<file path="src/rtl/spi_regport_pkg.sv">
package spi_regport_pkg;
  localparam int unsigned ADDR_W = 5;
  localparam int unsigned DATA_W = 8;

  typedef enum logic {PH_CMD = 1'b0, PH_DATA = 1'b1} phase_t;

  typedef struct packed {
    logic [ADDR_W-1:0] addr;
    logic              spare;
    logic              wr;
    logic              ack;
  } cmd_t;

  function automatic logic [ADDR_W-1:0] bump_addr(
      input logic [ADDR_W-1:0] a,
      input logic [ADDR_W-1:0] lo,
      input logic [ADDR_W-1:0] hi);
    return (a >= lo && a <= hi) ? a + 1'b1 : a;
  endfunction
endpackage

</file>
<file path="src/rtl/spi_sync.sv">
module spi_sync #(
  parameter int unsigned W       = 1,
  parameter logic [W-1:0] RST_VAL = '0
) (
  input  logic         clk,
  input  logic         rst,
  input  logic [W-1:0] d,
  output logic [W-1:0] q
);
  logic [W-1:0] s1;

  always_ff @(posedge clk) begin
    if (rst) begin
      s1 <= RST_VAL;
      q  <= RST_VAL;
    end else begin
      s1 <= d;
      q  <= s1;
    end
  end
endmodule

</file>
<file path="src/rtl/spi_byte_shift.sv">
module spi_byte_shift #(
  parameter int unsigned DATA_W = 8
) (
  input  logic              clk,
  input  logic              rst,
  input  logic              active,
  input  logic              rise,
  input  logic              fall,
  input  logic              din,
  input  logic              load,
  input  logic [DATA_W-1:0] load_data,
  output logic              byte_done,
  output logic [DATA_W-1:0] rx_byte,
  output logic              dout
);
  localparam int unsigned CNT_W = $clog2(DATA_W);
  localparam logic [CNT_W-1:0] BMAX = CNT_W'(DATA_W - 1);

  logic [CNT_W-1:0]  bitcnt;
  logic [DATA_W-1:0] rx_sr;
  logic [DATA_W-1:0] tx_sr;
  logic [DATA_W-1:0] rx_next;

  assign rx_next = {rx_sr[DATA_W-2:0], din};

  always_ff @(posedge clk) begin
    if (rst || !active) begin
      bitcnt    <= '0;
      rx_sr     <= '0;
      byte_done <= 1'b0;
      if (rst) rx_byte <= '0;
    end else begin
      byte_done <= 1'b0;
      if (rise) begin
        rx_sr  <= rx_next;
        bitcnt <= bitcnt + 1'b1;
        if (bitcnt == BMAX) begin
          byte_done <= 1'b1;
          rx_byte   <= rx_next;
        end
      end
    end
  end

  always_ff @(posedge clk) begin
    if (rst) begin
      tx_sr <= '0;
      dout  <= 1'b0;
    end else if (load) begin
      tx_sr <= load_data;
    end else if (!active) begin
      dout <= 1'b0;
    end else if (fall) begin
      dout  <= tx_sr[DATA_W-1];
      tx_sr <= {tx_sr[DATA_W-2:0], 1'b0};
    end
  end
endmodule

</file>
<file path="src/rtl/spi_cmd_ctl.sv">
module spi_cmd_ctl
  import spi_regport_pkg::*;
#(
  parameter int unsigned AINC_LO = 5,
  parameter int unsigned AINC_HI = 20
) (
  input  logic              clk,
  input  logic              rst,
  input  logic              active,
  input  logic              byte_done,
  input  logic [DATA_W-1:0] rx_byte,
  output logic              rd_strobe,
  output logic [ADDR_W-1:0] rd_addr,
  output logic              wr_strobe,
  output logic [ADDR_W-1:0] wr_addr,
  output logic [DATA_W-1:0] wr_data,
  output logic              ack_flag,
  output logic              rd_phase
);
  localparam logic [ADDR_W-1:0] LO = ADDR_W'(AINC_LO);
  localparam logic [ADDR_W-1:0] HI = ADDR_W'(AINC_HI);

  phase_t            phase;
  logic              is_wr;
  logic [ADDR_W-1:0] addr;
  logic [ADDR_W-1:0] nxt;
  cmd_t              cmd;

  assign cmd      = cmd_t'(rx_byte);
  assign nxt      = bump_addr(addr, LO, HI);
  assign rd_phase = (phase == PH_DATA) && !is_wr;

  always_ff @(posedge clk) begin
    if (rst) begin
      phase     <= PH_CMD;
      is_wr     <= 1'b0;
      addr      <= '0;
      ack_flag  <= 1'b0;
      rd_strobe <= 1'b0;
      rd_addr   <= '0;
      wr_strobe <= 1'b0;
      wr_addr   <= '0;
      wr_data   <= '0;
    end else begin
      rd_strobe <= 1'b0;
      wr_strobe <= 1'b0;
      if (!active) begin
        phase <= PH_CMD;
        is_wr <= 1'b0;
      end else if (byte_done) begin
        if (phase == PH_CMD) begin
          phase    <= PH_DATA;
          addr     <= cmd.addr;
          is_wr    <= cmd.wr;
          ack_flag <= cmd.ack;
          if (!cmd.wr) begin
            rd_strobe <= 1'b1;
            rd_addr   <= cmd.addr;
          end
        end else begin
          addr <= nxt;
          if (is_wr) begin
            wr_strobe <= 1'b1;
            wr_addr   <= addr;
            wr_data   <= rx_byte;
          end else begin
            rd_strobe <= 1'b1;
            rd_addr   <= nxt;
          end
        end
      end
    end
  end
endmodule

</file>
<file path="src/rtl/spi_regport.sv">
module spi_regport
  import spi_regport_pkg::*;
#(
  parameter int unsigned AINC_LO = 5,
  parameter int unsigned AINC_HI = 20
) (
  input  logic              clk,
  input  logic              rst,
  input  logic              sck_i,
  input  logic              csn_i,
  input  logic              mosi_i,
  input  logic              full_duplex,
  output logic              miso_o,
  output logic              miso_oe,
  output logic              mosi_o,
  output logic              mosi_oe,
  output logic              rd_strobe,
  output logic [ADDR_W-1:0] rd_addr,
  input  logic [DATA_W-1:0] rd_data,
  output logic              wr_strobe,
  output logic [ADDR_W-1:0] wr_addr,
  output logic [DATA_W-1:0] wr_data,
  output logic              ack_flag
);
  logic [2:0] pins_s;
  logic       sck_s, csn_s, mosi_s, sck_d;
  logic       active, rise, fall;
  logic       byte_done, dout, rd_phase, load_q;
  logic [DATA_W-1:0] rx_byte;

  spi_sync #(.W(3), .RST_VAL(3'b010)) u_sync (
    .clk(clk), .rst(rst), .d({mosi_i, csn_i, sck_i}), .q(pins_s)
  );
  assign {mosi_s, csn_s, sck_s} = pins_s;

  always_ff @(posedge clk) begin
    if (rst) begin
      sck_d   <= 1'b0;
      load_q  <= 1'b0;
      miso_oe <= 1'b0;
      mosi_oe <= 1'b0;
    end else begin
      sck_d   <= sck_s;
      load_q  <= rd_strobe;
      miso_oe <= active && full_duplex;
      mosi_oe <= active && !full_duplex && rd_phase;
    end
  end

  assign active = !csn_s;
  assign rise   = sck_s && !sck_d;
  assign fall   = !sck_s && sck_d;

  spi_byte_shift #(.DATA_W(DATA_W)) u_shift (
    .clk(clk), .rst(rst), .active(active), .rise(rise), .fall(fall),
    .din(mosi_s), .load(load_q), .load_data(rd_data),
    .byte_done(byte_done), .rx_byte(rx_byte), .dout(dout)
  );

  spi_cmd_ctl #(.AINC_LO(AINC_LO), .AINC_HI(AINC_HI)) u_ctl (
    .clk(clk), .rst(rst), .active(active), .byte_done(byte_done),
    .rx_byte(rx_byte), .rd_strobe(rd_strobe), .rd_addr(rd_addr),
    .wr_strobe(wr_strobe), .wr_addr(wr_addr), .wr_data(wr_data),
    .ack_flag(ack_flag), .rd_phase(rd_phase)
  );

  assign miso_o = dout;
  assign mosi_o = dout;
endmodule

</file>
<file path="config.mk">
export PLATFORM = sky130hd
export DESIGN_NAME = spi_regport
export DESIGN_NICKNAME = d
export VERILOG_FILES = /design/src/rtl/spi_regport_pkg.sv /design/src/rtl/spi_sync.sv /design/src/rtl/spi_byte_shift.sv /design/src/rtl/spi_cmd_ctl.sv /design/src/rtl/spi_regport.sv
export SDC_FILE = /design/constraint.sdc
export NUM_CORES = 1
export LEC_CHECK = 0
export BUFFER_PORTS_ARGS = -buffer_cell sky130_fd_sc_hd__buf_2
export CAP_MARGIN = 20
export CELL_PAD_IN_SITES_DETAIL_PLACEMENT = 2
export CELL_PAD_IN_SITES_GLOBAL_PLACEMENT = 2
export CORE_MARGIN = 1
export CORE_UTILIZATION = 38
export DETAILED_ROUTE_END_ITERATION = 12
export GPL_TIMING_DRIVEN = 1
export PLACE_DENSITY = 0.84
export SKIP_CTS_REPAIR_TIMING = 1
export SLEW_MARGIN = 20
export SYNTH_ARGS = -nofsm -noshare
export SYNTH_HDL_FRONTEND = slang
export SYNTH_HIERARCHICAL = 1
export SYNTH_SLANG_ARGS = --single-unit
</file>
<file path="constraint.sdc">
create_clock -name clk -period 4.34 [get_ports clk]
set_input_delay 0.651 -clock clk [delete_from_list [all_inputs] [get_ports clk]]
set_output_delay 0.651 -clock clk [all_outputs]
set_load 0.1 [all_outputs]
</file>
# After elaboration in Yosys (flattened, before gate mapping)

Index checks and enable logic that the tools add are counted.
Widths: inputs -> output; s select.

Reductions and logical operators: 29
Add/subtract/negate cells: 2
Equality and inequality tests: 5
Multiplexer cells: 19
$lt $le $gt $ge: 2
Bitwise logic cells: 5
Shift-type cells: 0
Multiply operators: 0
Divide/modulo/power cells: 0

Operators by type and width:

| operator            | number |
|---|---|
| $mux 8              | 7 |
| $mux 5              | 5 |
| $reduce_and 2->1    | 4 |
| $reduce_and 4->1    | 2 |
| $reduce_bool 2->1   | 4 |
| $logic_and 1x1->1   | 7 |
| $mux 1              | 7 |
| $ne 2x2->1 const B  | 3 |
| $reduce_and 3->1    | 2 |
| $add 5x1->5 const B | 1 |
| $ge 5x3->1 const B  | 1 |
| $le 5x5->1 const B  | 1 |
| $logic_not 1->1     | 5 |
| $not 1->1           | 5 |
| $reduce_or 2->1     | 2 |
| $reduce_or 4->1     | 1 |
| $add 3x1->3 const B | 1 |
| $eq 3x3->1 const B  | 1 |
| $reduce_or 3->1     | 1 |
| $ne 2x1->1 const B  | 1 |
| $logic_or 1x1->1    | 1 |

Bits in writable memories: 0
Bits in latches: 0
Output and inout port bits: 25
Input bits: 14
Bits in registers: 66
ROM bits: 0
Logic and storage cells: 83
Memories kept: 0

# Depth between registers and ports, before layout

Depth in word-level cells: 5
Gate-level depth with buffers: 6
Gate-level depth less buffers: 6

# By module

Netlist, hierarchy kept.

By module, submodules not included:

| module         | sequential area each (um2) | area an instance (um2) | cells an instance | instances |
|---|---|---|---|---|
| spi_cmd_ctl    | 560.5                      | 1300.0                 | 160               | 1 |
| spi_byte_shift | 640.6                      | 1186.1                 | 105               | 1 |
| spi_sync       | 120.1                      | 157.7                  | 12                | 1 |
| spi_regport    | 80.1                       | 138.9                  | 12                | 1 |

# Worst setup path after synthesis

No wires, ideal clock.

Path kind: reg-to-output
Start: register u_shift.dout
End: output mosi_o
Arrival: 1.368 ns
Cell stages (with the launch flop): 2
Data required time: 3.689 ns
Path buffers: 1
Setup slack: 2.321 ns
Path through: dfxtp_1 > buf_4

RTL lines:

| element                  | RTL line             | RTL |
|---|---|---|
| start: declaration       | spi_byte_shift.sv:14 | `output logic dout` |
| start signal: assignment | spi_byte_shift.sv:54 | `dout <= tx_sr[DATA_W-1];` |
| end: declaration         | spi_regport.sv:15    | `output logic mosi_o,` |

No word-level cell between the ends.

# Worst setup path after layout

Start: register u_sync.q[0]
End: register u_shift.rx_byte[7] (enable)

Longest elaborated chain between the ends: 3

RTL lines:

| element                            | RTL line             | RTL |
|---|---|---|
| start: declaration                 | spi_sync.sv:8        | `output logic [W-1:0] q` |
| start signal: assignment           | spi_sync.sv:15       | `q <= RST_VAL;` |
| start signal: assignment           | spi_sync.sv:18       | `q <= s1;` |
| $logic_and 1x1->1                  | spi_regport.sv:51    | `assign rise = sck_s && !sck_d;` |
| net rise                           | spi_regport.sv:27    | `logic active, rise, fall;` |
| $reduce_bool 2->1 (no source line) | -                    |  |
| $reduce_and 3->1 (no source line)  | -                    |  |
| end signal: assignment             | spi_byte_shift.sv:39 | `rx_byte <= rx_next;` |
| end: declaration                   | spi_byte_shift.sv:13 | `output logic [DATA_W-1:0] rx_byte,` |

The timed path passes the listed nets, and every way through them passes these cells.
A chain may end at the register's enable or synchronous reset.

==> impl_metrics.py <==
metrics = {
    "outcome": {
        "status": "finished clean",
    },
    "routing": {
        "ant_nets": 0,
        "route.vias.total": 2138,
        "drt-pass1-iter-count": 4,
        "viasPerCell": 5.07,
        "drc": 0,
        "wl_um": 6900,
        "wl_per_cell_um": 16.3,
        "drt-initial-drc-count": 55,
    },
    "layout": {
        "antenna_cells": 0,
        "multi_input_area_mm2": 0.00127,
        "drive_gt1_share_pct": 20.6,
        "seqCellArea_mm2": 0.00140,
        "fillers": 780,
        "area_growth_pct": 14.8,
        "nets": 340,
        "final-instance-count-excl-fill": 422,
    },
    "clock_network": {
        "cts_htree_levels": 3,
        "cts_tree": "yes",
        "numCtsBuffers": 9,
        "clock_latency_ns": 0.34,
        "path_clk_slew_ns": 0.06,
        "cts_num_sinks": 66,
        "cts_max_path_buffers": 2,
        "root_buffer": "clkbuf_8",
    },
    "setup_path": {
        "crit_fanout": 11,
        "crit_family": "simple AND/OR/NAND/NOR gates",
        "crit_buf_inv": 0,
        "cp.arrival_ns": 1.89,
        "slowest_delay_ns": 0.59,
        "startpoint_type": "flop",
        "crit_type": "reg -> reg",
        "rrSetupSlack_ns": 2.45,
        "cp-end-kind": "flop",
        "slowest_stage": "nor2b_2",
        "required_ns": 4.33,
        "path_cells": "nor2b_2 -> nand3_1 -> nand2b_1",
    },
    "timing": {
        "fin_setup_tns_ns": 0,
        "fmax_ghz": 0.528,
        "slew_violations": 0,
        "fin_crit_ns": 1.89,
        "post-route-period-util_pct": 43.7,
        "tightestPinTransition_ns": 0.987,
        "fin_worst_skew_ns": 0.0111,
        "rsz0062_at_grt": "false",
        "hold_violations": 0,
        "maxSlewHeadroom_pct": 34.2,
        "setup_viol": 0,
    },
    "yosys": {
        "synth.ff_latch_count": 66,
        "synth_flop_cell": "dfxtp_1",
        "synth_area_mm2": 0.00278,
        "synth_top_area_cell": "dfxtp_1",
        "avgSynthCellArea_um2": 9.63,
        "synth_edf_count": 8,
        "syn_inst": 289,
        "yosys_warnings": 6,
        "ys_types": 47,
        "yosys.area.top_type_share_pct": 41.7,
        "synthArstFlopShare_pct": 0,
        "seq_area_frac_synth_pct": 50.4,
        "synth.top_cells.by_area": "dfxtp_1 (42%), edfxtp_1 (8.6%), nand2_1 (5.0%)",
        "syn_nets": 308,
    },
    "placement": {
        "io_buffer_count": 38,
        "gp_congestion": 0.707,
        "place_inst": 406,
        "hpwl_um": 4530,
    },
    "floorplanning": {
        "die_h_um": 87.6,
        "rows": 30,
        "core-area_mm2": 0.00694,
        "start_util_pct": 40.1,
        "design.die.area_mm2": 0.00767,
        "die_w_um": 87.6,
        "pin_count": 39,
    },
    "global_route": {
        "grt_pass1_vias": 2245,
        "grt_usage_pct": 20.0,
        "antenna_found_initial": 0,
        "overflow": 0,
        "grt_max_degree": 51,
        "grt_pass1_wl_um": 11300,
    },
    "pwr": {
        "power_leakage_nw": 1.21,
        "power_density_mw_per_mm2": 362,
        "peakVddDrop_v": 0.000279,
    },
    "min_path": {
        "min_path_type": "reg -> reg",
    },
    "job": {
        "maxCapViolations": 0,
    },
}
## where the power goes
group	internal [mW]	leakage (nW)	switching, mW
Combinational	0.0104	0.565	0.0189
Sequential	0.623	0.551	0.00464
Clock	0.274	0.0989	0.226
Total	0.907	1.21	0.249
## placed cells by master, fill, tap and decap left out, drive strengths merged, types with 3 or more instances in the layout
master,count
dfxtp,58
buf,38
nand2,38
nor2,28
a21oi,24
nor2b,17
clkbuf,15
and2,10
mux2i,10
nor3,10
edfxtp,8
a2111oi,7
nand2b,7
inv,6
o21ai,6
ha,5
nand3,4
a31oi,3
a211oi,3
## state kept, by name, summed over array words and instances (netlist names), 3 cells and up
register         count
u_ctl/rd_addr        5
u_shift/tx_sr        8
u_shift/bitcnt       3
u_shift/rx_sr        7
u_shift/rx_byte      8
u_ctl/wr_addr        5
u_sync/s1            3
u_ctl/wr_data        8
u_sync/q             3
u_ctl/addr           5
## cell type report
cell class | count | share of cell area, %
flip-flops and latches | 66 | 43.9
multi-input cells | 200 | 39.7
repair buffers | 38 | 5.95
clock buffers | 15 | 5.88
well taps | 96 | 3.76
inverters | 6 | 0.705
clock inverters | 1 | 0.157
## per-stage QoR
stage	power (mW)	utilization (%)	hold WS, ns	cell area (µm²)	worst slack (ns)
after detailed placement	0.671	43.2	0.400	3000	2.11
after CTS	1.17	46.0	0.419	3190	1.98
after global placement	0.670	43.2	0.389	3000	2.18
final	1.16	46.0	0.417	3190	2.45
after global routing	1.20	46.0	0.429	3190	2.32
after floorplan	0.658	-	0.385	2780	2.32
## per-layer routing
metal | wire, µm | track usage (%) | up-vias
li1 | - | - | 1063
met1 | 3170 | 24.5 | 1037
met2 | 3460 | 33.5 | 29
met3 | 163 | 5.00 | 9
met4 | 105 | 8.35 | 0
met5 | 0 | 0 | -
## worst paths after layout
check                    start                 end  depth (start not counted)
hold / removal    u_sync/s1[1]         u_sync/q[1]                          1
hold reg to reg   u_sync/s1[1]         u_sync/q[1]                          1
setup reg to reg   u_sync/q[0]  u_shift/rx_byte[7]                          3
setup / recovery   u_sync/q[0]  u_shift/rx_byte[7]                          3
## synthesized netlist by cell type, types with 3 or more instances
cell and number:
a211oi_1 3, a31oi_1 3, nand2_1 37, and2_1 10
nand2b_1 6, o21ai_0 6, ha_1 5, nor3_1 7
dfxtp_1 58, a21oi_1 24, nor2b_1 17, nor3_2 3
buf_2 6, edfxtp_1 8, clkbuf_1 6, mux2i_1 10
inv_1 6, nor2_1 28, a2111oi_2 7, nand3_1 4
## cell families (layout without fill, tap and decap cells)
group	Yosys count	count (layout)	share of synthesized area [%]
simple gates	129	129	24.1
compound gates	53	53	14.6
flops	66	66	50.4
buf+inv	23	60	4.18
fa+ha+maj	5	5	2.25
mux	10	10	3.60
xor+xnor	3	3	0.944
No activity file was read; power rests on OpenSTA's default activity.
